File: src/rtl/wdg_pkg.sv
package wdg_pkg;
   localparam int CNT_W   = 9;
   localparam int KEY_W   = 7;
   localparam int EN_BIT  = 8;
   localparam int CTRL_W  = 16;
   localparam int KEY_LSB = CTRL_W - KEY_W;

   localparam int STAT_STAGE_BIT = 9;
   localparam int STAT_RUN_BIT   = 10;

   typedef enum logic [1:0] {
      ST_IDLE  = 2'd0,
      ST_ARMED = 2'd1,
      ST_GRACE = 2'd2,
      ST_FIRED = 2'd3
   } wdg_stage_e;
endpackage

File: src/rtl/wdg_keygate.sv
module wdg_keygate #(
   parameter int CTRL_W    = 16,
   parameter int KEY_W     = 7,
   parameter int EN_BIT    = 8,
   parameter bit KEY_CHECK = 1'b1
) (
   input  logic              clk,
   input  logic              rst_n,
   input  logic              wr_hit,
   input  logic [CTRL_W-1:0] wdata,
   output logic              accept,
   output logic [CTRL_W-1:0] ctrl_q
);
   localparam int KEY_LSB = CTRL_W - KEY_W;

   logic [KEY_W-1:0] key_held;
   logic [KEY_W-1:0] key_new;
   logic             armed;

   assign key_held = ctrl_q[CTRL_W-1:KEY_LSB];
   assign key_new  = wdata[CTRL_W-1:KEY_LSB];
   assign armed    = ctrl_q[EN_BIT];

   generate
      if (KEY_CHECK) begin : g_keyed
         // enabled: only the inverse of the held key unlocks a write
         assign accept = wr_hit && (!armed || (key_new == ~key_held));
      end else begin : g_open
         logic unused_key;
         assign unused_key = ^{key_held, key_new, armed};
         assign accept = wr_hit;
      end
   endgenerate

   always_ff @(posedge clk) begin
      if (!rst_n) begin
         ctrl_q <= '0;
      end else if (accept) begin
         ctrl_q <= wdata;
      end
   end
endmodule

File: src/rtl/wdg_tick.sv
module wdg_tick #(
   parameter int unsigned DIV = 4
) (
   input  logic clk,
   input  logic rst_n,
   input  logic run,
   input  logic clr,
   output logic tick
);
   generate
      if (DIV <= 1) begin : g_every
         logic unused_clk;
         assign unused_clk = clk ^ rst_n;
         assign tick = run && !clr;
      end else begin : g_div
         localparam int W = $clog2(DIV);
         localparam logic [W-1:0] LAST = W'(DIV - 1);
         logic [W-1:0] phase_q;

         always_ff @(posedge clk) begin
            if (!rst_n || clr) begin
               phase_q <= '0;
            end else if (run) begin
               phase_q <= (phase_q == LAST) ? '0 : phase_q + 1'b1;
            end
         end

         assign tick = run && !clr && (phase_q == LAST);
      end
   endgenerate
endmodule

File: src/rtl/wdg_stage.sv
module wdg_stage
   import wdg_pkg::*;
#(
   parameter int CNT_W = 9,
   parameter int GRACE = 10
) (
   input  logic             clk,
   input  logic             rst_n,
   input  logic             load,
   input  logic             load_en,
   input  logic [CNT_W-1:0] load_cnt,
   input  logic             tick,
   output logic [CNT_W-1:0] cnt_q,
   output wdg_stage_e       stage_q,
   output logic             running,
   output logic             nmi,
   output logic             rst_req
);
   localparam logic [CNT_W-1:0] GRACE_V = CNT_W'(GRACE);

   logic expire;

   assign running = (stage_q == ST_ARMED) || (stage_q == ST_GRACE);
   assign nmi     = (stage_q == ST_GRACE) || (stage_q == ST_FIRED);
   assign expire  = tick && running && (cnt_q <= CNT_W'(1));

   always_ff @(posedge clk) begin
      if (!rst_n) begin
         stage_q <= ST_IDLE;
         cnt_q   <= '0;
         rst_req <= 1'b0;
      end else begin
         rst_req <= 1'b0;
         if (load) begin
            if (load_en) begin
               stage_q <= ST_ARMED;
               cnt_q   <= load_cnt;
            end else begin
               stage_q <= ST_IDLE;
            end
         end else if (expire) begin
            if (stage_q == ST_ARMED) begin
               stage_q <= ST_GRACE;
               cnt_q   <= GRACE_V;
            end else begin
               stage_q <= ST_FIRED;
               cnt_q   <= '0;
               rst_req <= 1'b1;
            end
         end else if (tick && running) begin
            cnt_q <= cnt_q - 1'b1;
         end
      end
   end
endmodule

File: src/rtl/wdg_keyed_watchdog.sv
module wdg_keyed_watchdog
   import wdg_pkg::*;
#(
   parameter int unsigned CLK_HZ  = 100_000_000,
   parameter int unsigned TICK_HZ = 760,
   parameter int          GRACE   = 10,
   parameter int          ADDR_W  = 8,
   parameter bit          KEY_CHECK = 1'b1,
   parameter logic [ADDR_W-1:0] CTRL_OFS = ADDR_W'('h40),
   parameter logic [ADDR_W-1:0] STAT_OFS = ADDR_W'('h44)
) (
   input  logic              clk,
   input  logic              rst_n,
   input  logic              bus_wr,
   input  logic [ADDR_W-1:0] bus_addr,
   input  logic [31:0]       bus_wdata,
   input  logic [ADDR_W-1:0] bus_raddr,
   output logic [31:0]       bus_rdata,
   output logic              nmi_o,
   output logic              rst_req_o
);
   localparam int unsigned DIV = (TICK_HZ == 0) ? 1 : CLK_HZ / TICK_HZ;

   if (TICK_HZ == 0 || CLK_HZ < TICK_HZ) begin : g_bad_rate
      $error("tick rate must be nonzero and not above the clock rate");
   end
   if (GRACE < 1 || GRACE >= (1 << CNT_W)) begin : g_bad_grace
      $error("grace count must fit the counter and be nonzero");
   end
   if (CTRL_OFS == STAT_OFS) begin : g_bad_map
      $error("control and status offsets must differ");
   end
   if (ADDR_W < 3) begin : g_bad_addr
      $error("address width too small");
   end

   logic              wr_hit;
   logic              accept;
   logic [CTRL_W-1:0] ctrl_q;
   logic              tick;
   logic [CNT_W-1:0]  cnt_q;
   wdg_stage_e        stage_q;
   logic              running;
   logic              nmi;
   logic [31:0]       stat_w;
   logic              unused_hi;

   assign wr_hit    = bus_wr && (bus_addr == CTRL_OFS);
   assign unused_hi = ^bus_wdata[31:CTRL_W];

   wdg_keygate #(
      .CTRL_W    (CTRL_W),
      .KEY_W     (KEY_W),
      .EN_BIT    (EN_BIT),
      .KEY_CHECK (KEY_CHECK)
   ) u_gate (
      .clk    (clk),
      .rst_n  (rst_n),
      .wr_hit (wr_hit),
      .wdata  (bus_wdata[CTRL_W-1:0]),
      .accept (accept),
      .ctrl_q (ctrl_q)
   );

   wdg_tick #(
      .DIV (DIV)
   ) u_tick (
      .clk   (clk),
      .rst_n (rst_n),
      .run   (running),
      .clr   (accept),
      .tick  (tick)
   );

   wdg_stage #(
      .CNT_W (CNT_W),
      .GRACE (GRACE)
   ) u_stage (
      .clk      (clk),
      .rst_n    (rst_n),
      .load     (accept),
      .load_en  (bus_wdata[EN_BIT]),
      .load_cnt (bus_wdata[CNT_W-1:0]),
      .tick     (tick),
      .cnt_q    (cnt_q),
      .stage_q  (stage_q),
      .running  (running),
      .nmi      (nmi),
      .rst_req  (rst_req_o)
   );

   assign nmi_o = nmi;

   always_comb begin
      stat_w                 = '0;
      stat_w[CNT_W-1:0]      = cnt_q;
      stat_w[STAT_STAGE_BIT] = nmi;
      stat_w[STAT_RUN_BIT]   = running;
   end

   always_comb begin
      if (bus_raddr == CTRL_OFS) begin
         bus_rdata = {{(32-CTRL_W){1'b0}}, ctrl_q};
      end else if (bus_raddr == STAT_OFS) begin
         bus_rdata = stat_w;
      end else begin
         bus_rdata = '0;
      end
   end
endmodule

File: config.mk
export PLATFORM = sky130hd
export DESIGN_NAME = wdg_keyed_watchdog
export DESIGN_NICKNAME = d
export VERILOG_FILES = /design/src/rtl/wdg_pkg.sv /design/src/rtl/wdg_keygate.sv /design/src/rtl/wdg_tick.sv /design/src/rtl/wdg_stage.sv /design/src/rtl/wdg_keyed_watchdog.sv
export SDC_FILE = /design/constraint.sdc
export NUM_CORES = 1
export LEC_CHECK = 0
export ABC_AREA = 1
export BUFFER_PORTS_ARGS = -buffer_cell sky130_fd_sc_hd__buf_2
export CORE_MARGIN = 1.5
export CORE_UTILIZATION = 52
export DETAILED_ROUTE_END_ITERATION = 8
export PLACE_DENSITY = 0.81
export SYNTH_ARGS = -nofsm -noshare
export SYNTH_HDL_FRONTEND = slang
export SYNTH_SLANG_ARGS = --single-unit
File: constraint.sdc
create_clock -name clk -period 2.3 [get_ports clk]
set_input_delay 0.46 -clock clk [delete_from_list [all_inputs] [get_ports clk]]
set_output_delay 0.46 -clock clk [all_outputs]
set_load 0.02 [all_outputs]
Word level (Yosys, flattened, before mapping)
Index checks and enable logic that the tools add are counted.
{ "op_classes": {"add_sub_neg": 2, "n_lt_le_gt_ge": 1, "eq_ne": 9, "mux": 13, "n_bitwise": 3, "n_reduce_logical": 17} }
{ "op_table": {"columns": ["op", "count"], "rows": [
  ["$mux 9", 4],
  ["$eq 8x7->1 const B", 3],
  ["$add 18x1->18 const B", 1],
  ["$eq 18x18->1 const B", 1],
  ["$mux 18", 1],
  ["$mux 16", 1],
  ["$mux 11", 1],
  ["$le 9x1->1 const B", 1],
  ["$sub 9x1->9 const B", 1],
  ["$eq 7x7->1", 1],
  ["$not 7->7", 1],
  ["$logic_and 1x1->1", 6],
  ["$eq 2x2->1 const B", 2],
  ["$logic_or 1x1->1", 4],
  ["$mux 2", 2],
  ["$mux 4", 1],
  ["$logic_not 1->1", 3],
  ["$mux 1", 3],
  ["$reduce_bool 3->1", 1],
  ["$reduce_or 3->1", 1],
  ["$eq 2x1->1 const B", 1],
  ["$ne 2x2->1 const B", 1],
  ["$not 1->1", 2],
  ["$reduce_and 2->1", 1],
  ["$reduce_bool 2->1", 1]
]} }
{ "word_totals": {"reg_bits": 46, "inputBits": 51, "out_inout_bits": 34, "wordCells": 50} }

Depth between registers and ports, before layout
Gate-level depths: netlist (run 1).
{ "logic_depth": {"word_depth": 11, "mapped_depth": 14} }

Cells and area by module
A second synthesis (run 1) with hierarchy kept.
{ "unflattened": {"cells_unflattened": 495, "area_unflattened_um2": 3199.3} }
{ "by_module_without_submodules": {"columns": ["mod", "n_inst", "cells_per_inst", "area_per_inst_um2"], "rows": [
  ["wdg_tick", 1, 159, 1082.3],
  ["wdg_keygate", 1, 137, 859.6],
  ["wdg_stage", 1, 113, 809.5],
  ["wdg_keyed_watchdog", 1, 86, 447.9]
]} }

Least setup slack after synthesis (run 1)
OpenSTA, ideal clock, no wires.
{ "synth_path": {"path_kind": "input-to-output", "from": "input port bus_raddr[5]", "to": "output port bus_rdata[1]", "arrival_time_ns": 1.625, "path_slack_ns": 0.215, "stages": 4, "n_path_buf": 1, "cell_sequence": "nor4_2 nand2_1 clkbuf_1 o22ai_1"} }
{ "synth_between": {"elab_chain_cells": 3} }
{ "synth_rtl": {"columns": ["element", "line_no", "source"], "rows": [
  ["from (decl)", "wdg_keyed_watchdog.sv:17", "input logic [ADDR_W-1:0] bus_raddr,"],
  ["$eq 8x7->1", "wdg_keyed_watchdog.sv:104", "end else if (bus_raddr == STAT_OFS) begin"],
  ["$mux 11", "wdg_keyed_watchdog.sv:104", null],
  ["$mux 16 *", "wdg_keyed_watchdog.sv:102", "if (bus_raddr == CTRL_OFS) begin"],
  ["to (decl)", "wdg_keyed_watchdog.sv:18", "output logic [31:0] bus_rdata,"]
]} }
Every way passes the cells marked *; elsewhere a longest branch is shown, timed or not.

Final worst setup path (run 1)
Ends and elaborated chain as after synthesis.

==> metrics.txt, run 1 <==
status=finished, final reports clean; setup TNS=0 ns; worst setup path class=in2out; Die Ht=76.4 um; Async S/R FF share, synth=0; Routed WL=6180 um; fin crit share=0.922; Tmin final=2.12 ns; Worst Hold Class=in2reg; Worst Hold Path EP=u_gate.ctrl_q[5]; Std-Cell Rows=26; RSZ-0062 raised after global routing=no; CTS clk-pin slew, worst paths=0.08 ns; CP max stage delay=0.40 ns; CP arrival=around 1.7 ns; Clock Path Buffers=2; leakage=~1.4 nW; filler cell count in the final layout=482; Max Cap Violations=0; DR iter-0 viols=roughly 220; Final Cell Area=3190 um^2; routed via count=2717; final worst slack=around 0.18 ns; vias in the first global route=2525; synth warn=0; # IOs=85; synthesized instance count=between 400 and 500; Final Hold Violating Endpoints=0; post-synthesis sequential area ratio=0.328; Synth cell types=39; WP data required=1.84 ns; core area=5140 um^2; Crit-path slowest cell=nor4_4; hold depth=3; first-pass detailed-route iteration total=4; share of layout cells above drive strength 1=0.207; antenna-violating nets left=0; GRT overflow=0; Power Dens Cells=466 nW/um^2; largest net degree at the start of global routing=22; area delta synth->final=13.8%; HP Start=bus_wdata[5]; post-synthesis cell area=2810 um^2; setup bufs post-CTS=0; Post-synth EDFFs=0; Max Freq=0.472 GHz; Reg2Reg Depth=12; CP bufs+invs=3; Final nets=526; fin. max-slew vios=0; DRC viols=0; kind of cell adding the most delay to the critical path=buffers and inverters; first-pass GRT wire length=approximately 11000 um; VDD IR max=312 uV; reg2reg start=u_stage.stage_q[0]; Clock Sinks=46; R2R setup slack=~0.28 ns; DP HPWL=4720 um; Overall Power=~0.0015 W; Core Util, Final=0.621; reg2reg end=u_stage.cnt_q[3]; Root Driver=clkbuf_8; Die X-Extent=~76 um; CP Launch Type=input pin; I/O Buffers=52; Avg WL per Cell=11.5 um; most common cell after layout, fill and taps aside=nor2_1; most used cell, CP=buf_2; syn avg cell area=6.78 um^2; starting density of the core=0.546; dominant synthesized flop cell=dfxtp_1; GPL Wtd Cong=0.890; vias per cell=5.04; worst-path cell chain=buf_2 > nor4_4 > nand2_1 > buf_4 > o22ai_1 > buf_2; gr usage total=0.219; initial antenna violation count=0; CP Capture Type=primary output; worst-skew pair later-pin latency=0.30 ns; DIE AREA=5840 um^2; Critical Path Fanout Max=16; #FFs+latches synth=46; ANT cells=0; CTS tree=yes; post-route clock skew=0.00722 ns; # H-tree levels=2; Placed Area=3070 um^2; most frequent cells in the layout=nor2_1 (76), nand2_1 (68), buf_2 (52); Final setup viols=0; total CTS buffers=5; pre-CTS WS=0.00707 ns
==> power breakdown <==
group          switching (W)  internal, W
logic              0.0000705    0.0000351
clock network       0.000266     0.000320
registers        0.000000536     0.000796
==> synthesized netlist by cell type, drive strengths merged (5+ instances only) <==
library cell,instances,area (um^2)
a21oi,12,60.1
buf,20,149
dfxtp,46,921
ha,7,87.6
inv,54,203
nand2,78,320
nand3,24,130
nand4,7,43.8
nor2,79,309
nor3,9,61.3
o21ai,25,136
o22ai,17,106
xnor2,5,43.8
xor2,10,87.6
==> stage by stage <==
stage	hold WS [ns]	cells
after global routing	0.435	539
after global placement	0.458	531
after detailed placement	0.467	531
after CTS	0.414	539
after floorplan	0.447	429
final	0.424	539
==> how the worst max path moves through the flow <==
stage	slack (ns)	cells past startpoint	endpoint	startpoint
CTS	0.007	5	bus_rdata[1]	bus_raddr[5]
floorplan	0.21	4	bus_rdata[1]	bus_raddr[5]
global route	0.05	6	bus_rdata[9]	bus_raddr[5]
finish	0.18	6	bus_rdata[1]	bus_raddr[5]
global placement	0.06	5	bus_rdata[1]	bus_raddr[5]
detailed placement	0.007	5	bus_rdata[1]	bus_raddr[5]
==> cell families after synthesis <==
group	synth area share
compound gates	0.122
other cells	0.00134
fa+ha+maj	0.0312
buf+inv	0.132
simple gates	0.339
flops	0.328
xor+xnor	0.0468
==> layout make-up <==
| cell class | count | area, um^2 | share of cell area |
|---|---|---|---|
| inverters | 56 | 210 | 0.0659 |
| well taps | 70 | 87.6 | 0.0274 |
| clock inverters | 3 | 40.0 | 0.0125 |
| multi-input cells | 304 | 1580 | 0.495 |
| repair buffers | 55 | 283 | 0.0886 |
| clock buffers | 5 | 68.8 | 0.0216 |
| flip-flops and latches | 46 | 921 | 0.289 |
==> routing by layer <==
layer	wire length, um	GRT usage
met5	0	0
met4	76	0.0759
met1	2590	0.256
met2	3180	0.399
met3	337	0.0395
==> registers in the layout (all words and copies together), names as in the netlist <==
register	count
u_tick.g_div.phase_q	18
u_stage.cnt_q	9
u_stage.rst_req	1
u_gate.ctrl_q	16
u_stage.stage_q	2
==> what timing repair did <==
item,CTS,global route
setup endpoints to repair,0,10
hold buffers,0,0
resized for setup,0,2
==> worst reg2reg max path, stage by stage, from the launching register on <==
cell and delay [ns]:
dfxtp_1 0.39, inv_1 0.06, ha_1 0.33, nor2_1 0.12, nand3_1 0.08, nor2_1 0.13, nand3_1 0.18, inv_1 0.14
nand2_1 0.08, nand2_2 0.16, nand2_1 0.10, nor2_1 0.11, nor2_1 0.05
Note: power is estimated with default switching activity, not from simulation.
==> run 2: changes to the inputs <==
--- a/config.mk
+++ b/config.mk
@@ -5,7 +5,7 @@
 export SDC_FILE = /design/constraint.sdc
 export NUM_CORES = 1
 export LEC_CHECK = 0
-export ABC_AREA = 1
+export ABC_AREA = 0
 export BUFFER_PORTS_ARGS = -buffer_cell sky130_fd_sc_hd__buf_2
 export CORE_MARGIN = 1.5
 export CORE_UTILIZATION = 52
==> metrics.txt, run 2 <==
status=finished, final reports clean (unchanged); initial antenna violation count=0 (unchanged); CP arrival=2.43 ns (was 1.66 ns); ANT cells=0 (unchanged); Final Cell Area=3270 um^2 (was 3190 um^2); core area=5170 um^2 (was 5140 um^2); GRT overflow=0 (unchanged); WP data required=2.50 ns (was 1.84 ns); first-pass detailed-route iteration total=4 (unchanged); CTS tree=yes (unchanged); Reg with most FFs=u_tick.g_div.phase_q (unchanged); area delta synth->final=16.6% (was 13.8%); top cells by count, synth=nand2_1 (50), nor2_1 (48), dfxtp_1 (46) (was nor2_1 (76), nand2_1 (69), dfxtp_1 (46)); vias in the first global route=2466 (was 2525); Placed Area=3110 um^2 (was 3070 um^2); most frequent cells in the layout=buf_2 (52), nand2_1 (50), nor2_1 (48) (was nor2_1 (76), nand2_1 (68), buf_2 (52)); # IOs=85 (unchanged); syn avg cell area=8.02 um^2 (was 6.78 um^2); Max Cap Violations=0 (unchanged); Final Hold Violating Endpoints=0 (unchanged); Avg WL per Cell=13.4 um (was 11.5 um); most common cell in the synthesized netlist=nand2_1 (was nor2_1); CP Launch Type=flip-flop (was input pin); Die X-Extent=76.5 um (was 76.4 um); fin. max-slew vios=0 (unchanged); Rel. slew slack=0.537; total CTS buffers=5 (unchanged); first-pass GRT wire length=11000 um (was 10500 um); DIE AREA=5850 um^2 (was 5840 um^2); DR iter-0 viols=126 (was 221); Max Freq=0.448 GHz (was 0.472 GHz); top cells by area, synth=dfxtp_1 (33%), nand2_1 (6.7%), nor2_1 (6.4%) (was dfxtp_1 (33%), nor2_1 (10%), nand2_1 (9.2%)); Routed WL=6480 um (was 6180 um); CTS clk-pin slew, worst paths=0.09 ns (was 0.08 ns); met3 GRT Util=0.0515 (was 0.0395); vias per cell=5.44 (was 5.04); Hold WS=0.402 ns (was 0.424 ns); global-route layer with the greatest usage=met2 (unchanged); Tmin final=2.23 ns (was 2.12 ns); post-synthesis sequential area ratio=0.328 (about the same); Slew @ Worst Pin=0.695 ns; share of layout cells above drive strength 1=0.243 (was 0.207); post-synthesis cell area=2810 um^2 (about the same); DRC viols=0 (unchanged); Core Util, Final=0.633 (was 0.621); leakage=1.30 nW (was 1.43 nW); GPL Wtd Cong=0.916 (was 0.890); I/O Buffers=52 (unchanged); VDD IR max=279 uV (was 312 uV); #FFs+latches synth=46 (unchanged); synth warn=0 (unchanged); Worst Hold Class=in2reg (unchanged); post-route clock skew=0.00919 ns (was 0.00722 ns); Std-Cell Rows=26 (unchanged); synthesized instance count=350 (was 414); starting density of the core=0.543 (was 0.546); DP HPWL=4770 um (was 4720 um); Die Ht=76.5 um (was 76.4 um); max reg flops=18 (unchanged); Post-synth EDFFs=0 (unchanged); dominant synthesized flop cell=dfxtp_1 (unchanged); area leader, netlist=dfxtp_1 (unchanged); # H-tree levels=2 (unchanged); met2 Use GR=0.404 (was 0.399); Synth cell types=59 (was 39); Clock Path Buffers=2 (unchanged); Power Dens Cells=450 nW/um^2 (was 466 nW/um^2); Root Driver=clkbuf_8 (unchanged); CP Capture Type=flip-flop (was primary output); Clock Sinks=46 (unchanged); Final nets=469 (was 526); Critical Path Fanout Max=5 (was 16); most common cell after layout, fill and taps aside=buf_2 (was nor2_1); gr usage total=0.228 (was 0.219); antenna-violating nets left=0 (unchanged); fin crit share=0.970 (was 0.922); worst setup path class=reg2reg (was in2out); routed via count=2621 (was 2717); top flop regs=u_tick.g_div.phase_q x18, u_gate.ctrl_q x16, u_stage.cnt_q x9 (unchanged); worst-skew pair later-pin latency=0.30 ns (about the same); Overall Power=0.00147 W (was 0.00149 W); met1 usage=0.266 (was 0.256); Final setup viols=0 (unchanged); largest net degree at the start of global routing=21 (was 22); Async S/R FF share, synth=0 (unchanged); Synth top area share=0.328 (about the same)
[run 2: cell count changes after synthesis, sizes merged, moves of 10 or more]
| cell | before | now |
|---|---|---|
| inv | 54 | 10 |
| nor2 | 79 | 49 |
| mux2i | 0 | 10 |
| nand3 | 24 | 14 |
| nand2 | 78 | 51 |
| xnor2 | 5 | 15 |
| o22ai | 17 | 0 |
| o21ai | 25 | 5 |
[run 2: final timing paths]
path	startpoint	endpoint	slack [ns]	depth (start not counted)
max	u_stage.stage_q[0]	u_stage.cnt_q[1]	0.07	7
min	bus_wdata[4]	u_gate.ctrl_q[4]	0.40	3
max reg2reg	u_stage.stage_q[0]	u_stage.cnt_q[1]	0.07	7
min reg2reg	u_gate.ctrl_q[1]	u_gate.ctrl_q[1]	0.46	2
[run 2: through the flow]
step / setup slack (ns) / cells / TNS (ns)
2_1_floorplan: 0.139 / 365 / 0
3_3_place_gp: 0.0664 / 470 / 0
3_5_place_dp: 0.0448 / 470 / 0
4_1_cts: 0.0197 / 478 / 0
5_1_grt: -0.0268 / 482 / -0.0705
6_report: 0.0701 / 482 / 0
[run 2: routing by layer]
metal  part of all wire  vias to the layer above
li1                   -                     1303
met4              0.018                        0
met1               0.43                     1222
met2               0.50                       82
met3              0.052                       14
met5                  0                        -
[run 2: area by class of cell]
class | instances | area (um^2)
Inverter | 10 | 37.5
Timing Repair Buffer | 72 | 410
Clock buffer | 8 | 110
Tap cell | 70 | 87.6
Fill cell | 456 | 1900
Sequential cell | 46 | 922
Multi-Input combinational cell | 276 | 1710
[run 2: timing repair]
| action | in CTS | in global routing |
|---|---|---|
| endpoints found under the setup margin | 0 | 27 |
| resized for setup | 0 | 6 |
| hold buffers | 0 | 0 |
| endpoints found under the hold margin | 0 | 0 |
| buffers inserted | 0 | 4 |
[run 2: critical path, stage by stage, from the launching register on]
cell and delay [ns]:
dfxtp_2 0.35, inv_1 0.05, ha_1 0.29, or4_4 0.58, nor4_4 0.32, o21ai_2 0.16, o22a_1 0.18, o221a_1 0.20
[run 2: cells by family after synthesis]
| family | count (synthesis) | synth area share |
|---|---|---|
| mux | 10 | 0.0357 |
| simple gates | 163 | 0.295 |
| xor+xnor | 25 | 0.0780 |
| compound gates | 55 | 0.138 |
| flops | 46 | 0.328 |
| other cells | 1 | 0.00134 |
| buf+inv | 43 | 0.0927 |
| fa+ha+maj | 7 | 0.0312 |
[run 2: power by group]
| group | internal (W) | switching (W) | total (W) |
|---|---|---|---|
| registers | 0.000796 | 0.000000547 | 0.000797 |
| logic | 0.0000380 | 0.0000685 | 0.000107 |
| clock network | 0.000304 | 0.000267 | 0.000571 |
| total | 0.00114 | 0.000336 | 0.00147 |
==> run 3: changes to the inputs <==
--- a/config.mk
+++ b/config.mk
@@ -7,10 +7,13 @@
 export LEC_CHECK = 0
 export ABC_AREA = 0
 export BUFFER_PORTS_ARGS = -buffer_cell sky130_fd_sc_hd__buf_2
+export CAP_MARGIN = 40
+export CELL_PAD_IN_SITES_DETAIL_PLACEMENT = 2
+export CELL_PAD_IN_SITES_GLOBAL_PLACEMENT = 2
 export CORE_MARGIN = 1.5
-export CORE_UTILIZATION = 52
+export CORE_UTILIZATION = 29
 export DETAILED_ROUTE_END_ITERATION = 8
-export PLACE_DENSITY = 0.81
+export PLACE_DENSITY_LB_ADDON = 0.1
 export SYNTH_ARGS = -nofsm -noshare
 export SYNTH_HDL_FRONTEND = slang
 export SYNTH_SLANG_ARGS = --single-unit
==> metrics.txt, run 3 (synthesized netlist as in run 2, its figures left out) <==
Worst Hold Class=in2reg (unchanged); VDD IR max=201 uV (was 279 uV); Clock Path Buffers=2 (unchanged); Reg with most FFs=u_tick.g_div.phase_q (unchanged); worst-skew pair later-pin latency=0.30 ns (about the same); Final Hold Violating Endpoints=0 (unchanged); Max Cap Violations=0 (unchanged); Std-Cell Rows=35 (was 26); worst setup path class=reg2reg (unchanged); Core Util, Final=0.362 (was 0.633); DR iter-0 viols=59 (was 126); Slew @ Worst Pin=0.519 ns (was 0.695 ns); WP data required=2.50 ns (about the same); ANT cells=0 (unchanged); fin crit share=0.950 (was 0.970); CP arrival=2.39 ns (was 2.43 ns); Root Driver=clkbuf_8 (unchanged); vias per cell=4.97 (was 5.44); GPL Wtd Cong=0.763 (was 0.916); # H-tree levels=2 (unchanged); largest net degree at the start of global routing=21 (unchanged); share of layout cells above drive strength 1=0.242 (was 0.243); Rel. slew slack=0.653 (was 0.537); CTS clk-pin slew, worst paths=0.09 ns (about the same); CP Capture Type=flip-flop (unchanged); I/O Buffers=52 (unchanged); post-route clock skew=0.00923 ns (was 0.00919 ns); leakage=1.33 nW (was 1.30 nW); Die X-Extent=101 um (was 76.5 um); gr usage total=0.183 (was 0.228); CP max stage delay=0.50 ns (was 0.58 ns); Tmin final=2.19 ns (was 2.23 ns); filler cell count in the final layout=1107 (was 456); Crit-path slowest cell=or4_4 (unchanged); most frequent cells in the layout=buf_2 (52), nand2_1 (50), nor2_1 (48) (unchanged); Power Dens Cells=449 nW/um^2 (was 450 nW/um^2); Final nets=475 (was 469); RSZ-0062 raised after global routing=no; Clock Sinks=46 (unchanged); top flop regs=u_tick.g_div.phase_q x18, u_gate.ctrl_q x16, u_stage.cnt_q x9 (unchanged); Die Ht=101 um (was 76.5 um); routed via count=2716 (was 2621); final worst slack=0.115 ns (was 0.0701 ns); fin. max-slew vios=0 (unchanged); DIE AREA=10300 um^2 (was 5850 um^2); Final setup viols=0 (unchanged); GRT overflow=0 (unchanged); CTS tree=yes (unchanged); max reg flops=18 (unchanged); total CTS buffers=5 (unchanged); Critical Path Fanout Max=5 (unchanged); Final Cell Area=3370 um^2 (was 3270 um^2); worst-path cell chain=inv_1 > ha_1 > or4_4 > nor4_4 > o21ai_2 > o22a_1 > o221a_1 (unchanged); R2R setup slack=0.11 ns (was 0.07 ns); vias in the first global route=2841 (was 2466); first-pass detailed-route iteration total=4 (unchanged); Routed WL=8810 um (was 6480 um); antenna-violating nets left=0 (unchanged); Placed Area=3250 um^2 (was 3110 um^2); Max Freq=0.458 GHz (was 0.448 GHz); CP Launch Type=flip-flop (unchanged); first-pass GRT wire length=14600 um (was 11000 um); Avg WL per Cell=16.1 um (was 13.4 um); # IOs=85 (unchanged); DRC viols=0 (unchanged); DP HPWL=6870 um (was 4770 um); initial antenna violation count=0 (unchanged); area delta synth->final=20.1% (was 16.6%); core area=9330 um^2 (was 5170 um^2); starting density of the core=0.301 (was 0.543); status=finished, final reports clean (unchanged); pre-CTS WS=-0.150 ns (was 0.0448 ns); most common cell after layout, fill and taps aside=buf_2 (unchanged)
run 3: metal layers:
layer	global-route usage	part of all wire
met5	0	0
met4	0.0353	0.0062
met3	0.0276	0.025
met2	0.352	0.53
met1	0.214	0.44
run 3: path summary, 6_finish.rpt:
kind                            depth (start not counted)          endpoint               start
worst max-delay path                                    7  u_stage.cnt_q[1]  u_stage.stage_q[0]
worst min-delay path                                    3  u_gate.ctrl_q[2]        bus_wdata[2]
worst max register to register                          7  u_stage.cnt_q[1]  u_stage.stage_q[0]
worst min register to register                          2  u_gate.ctrl_q[6]    u_gate.ctrl_q[6]
run 3: timing repair:
item | CTS | global route
hold buffers | 0 | 0
gates resized for setup | 1 | 2
cloned | 0 | 0
pin swaps | 2 | 2
endpoints found under the setup margin | 4 | 4
buffers inserted | 0 | 1
run 3: final cells by class:
class / instances / area, um^2 / share of cell area
Multi-Input combinational cell: 276 / 1690 / 0.501
Inverter: 10 / 37.5 / 0.0111
Clock buffer: 7 / 76.3 / 0.0226
Timing Repair Buffer: 78 / 455 / 0.135
Tap cell: 129 / 161 / 0.0478
Clock inverter: 1 / 30.0 / 0.00890
Sequential cell: 46 / 921 / 0.273
run 3: where the power goes:
group	total, W	internal [W]	switching (W)
Sequential	0.000797	0.000796	0.000000580
Clock	0.000606	0.000326	0.000280
Combinational	0.000112	0.0000386	0.0000730
Total	0.00151	0.00116	0.000353
run 3: per-stage QoR:
| step | hold slack [ns] | total power [W] | setup TNS [ns] | cells |
|---|---|---|---|---|
| 2_1_floorplan | 0.436 | 0.000900 | 0 | 365 |
| 3_3_place_gp | 0.441 | 0.000926 | -1.44 | 538 |
| 3_5_place_dp | 0.455 | 0.000927 | -3.15 | 538 |
| 4_1_cts | 0.398 | 0.00154 | 0 | 546 |
| 5_1_grt | 0.406 | 0.00158 | 0 | 547 |
| 6_report | 0.406 | 0.00151 | 0 | 547 |
run 3: critical path, delay by kind of cell, from the launching register on:
kind / cells / cell delay, ns
AO/OA/AOI/OAI: 3 / 0.58
adder cells (fa/ha/maj): 1 / 0.32
buffers and inverters: 1 / 0.06
flip-flops: 1 / 0.33
AND/OR/NAND/NOR: 2 / 0.81
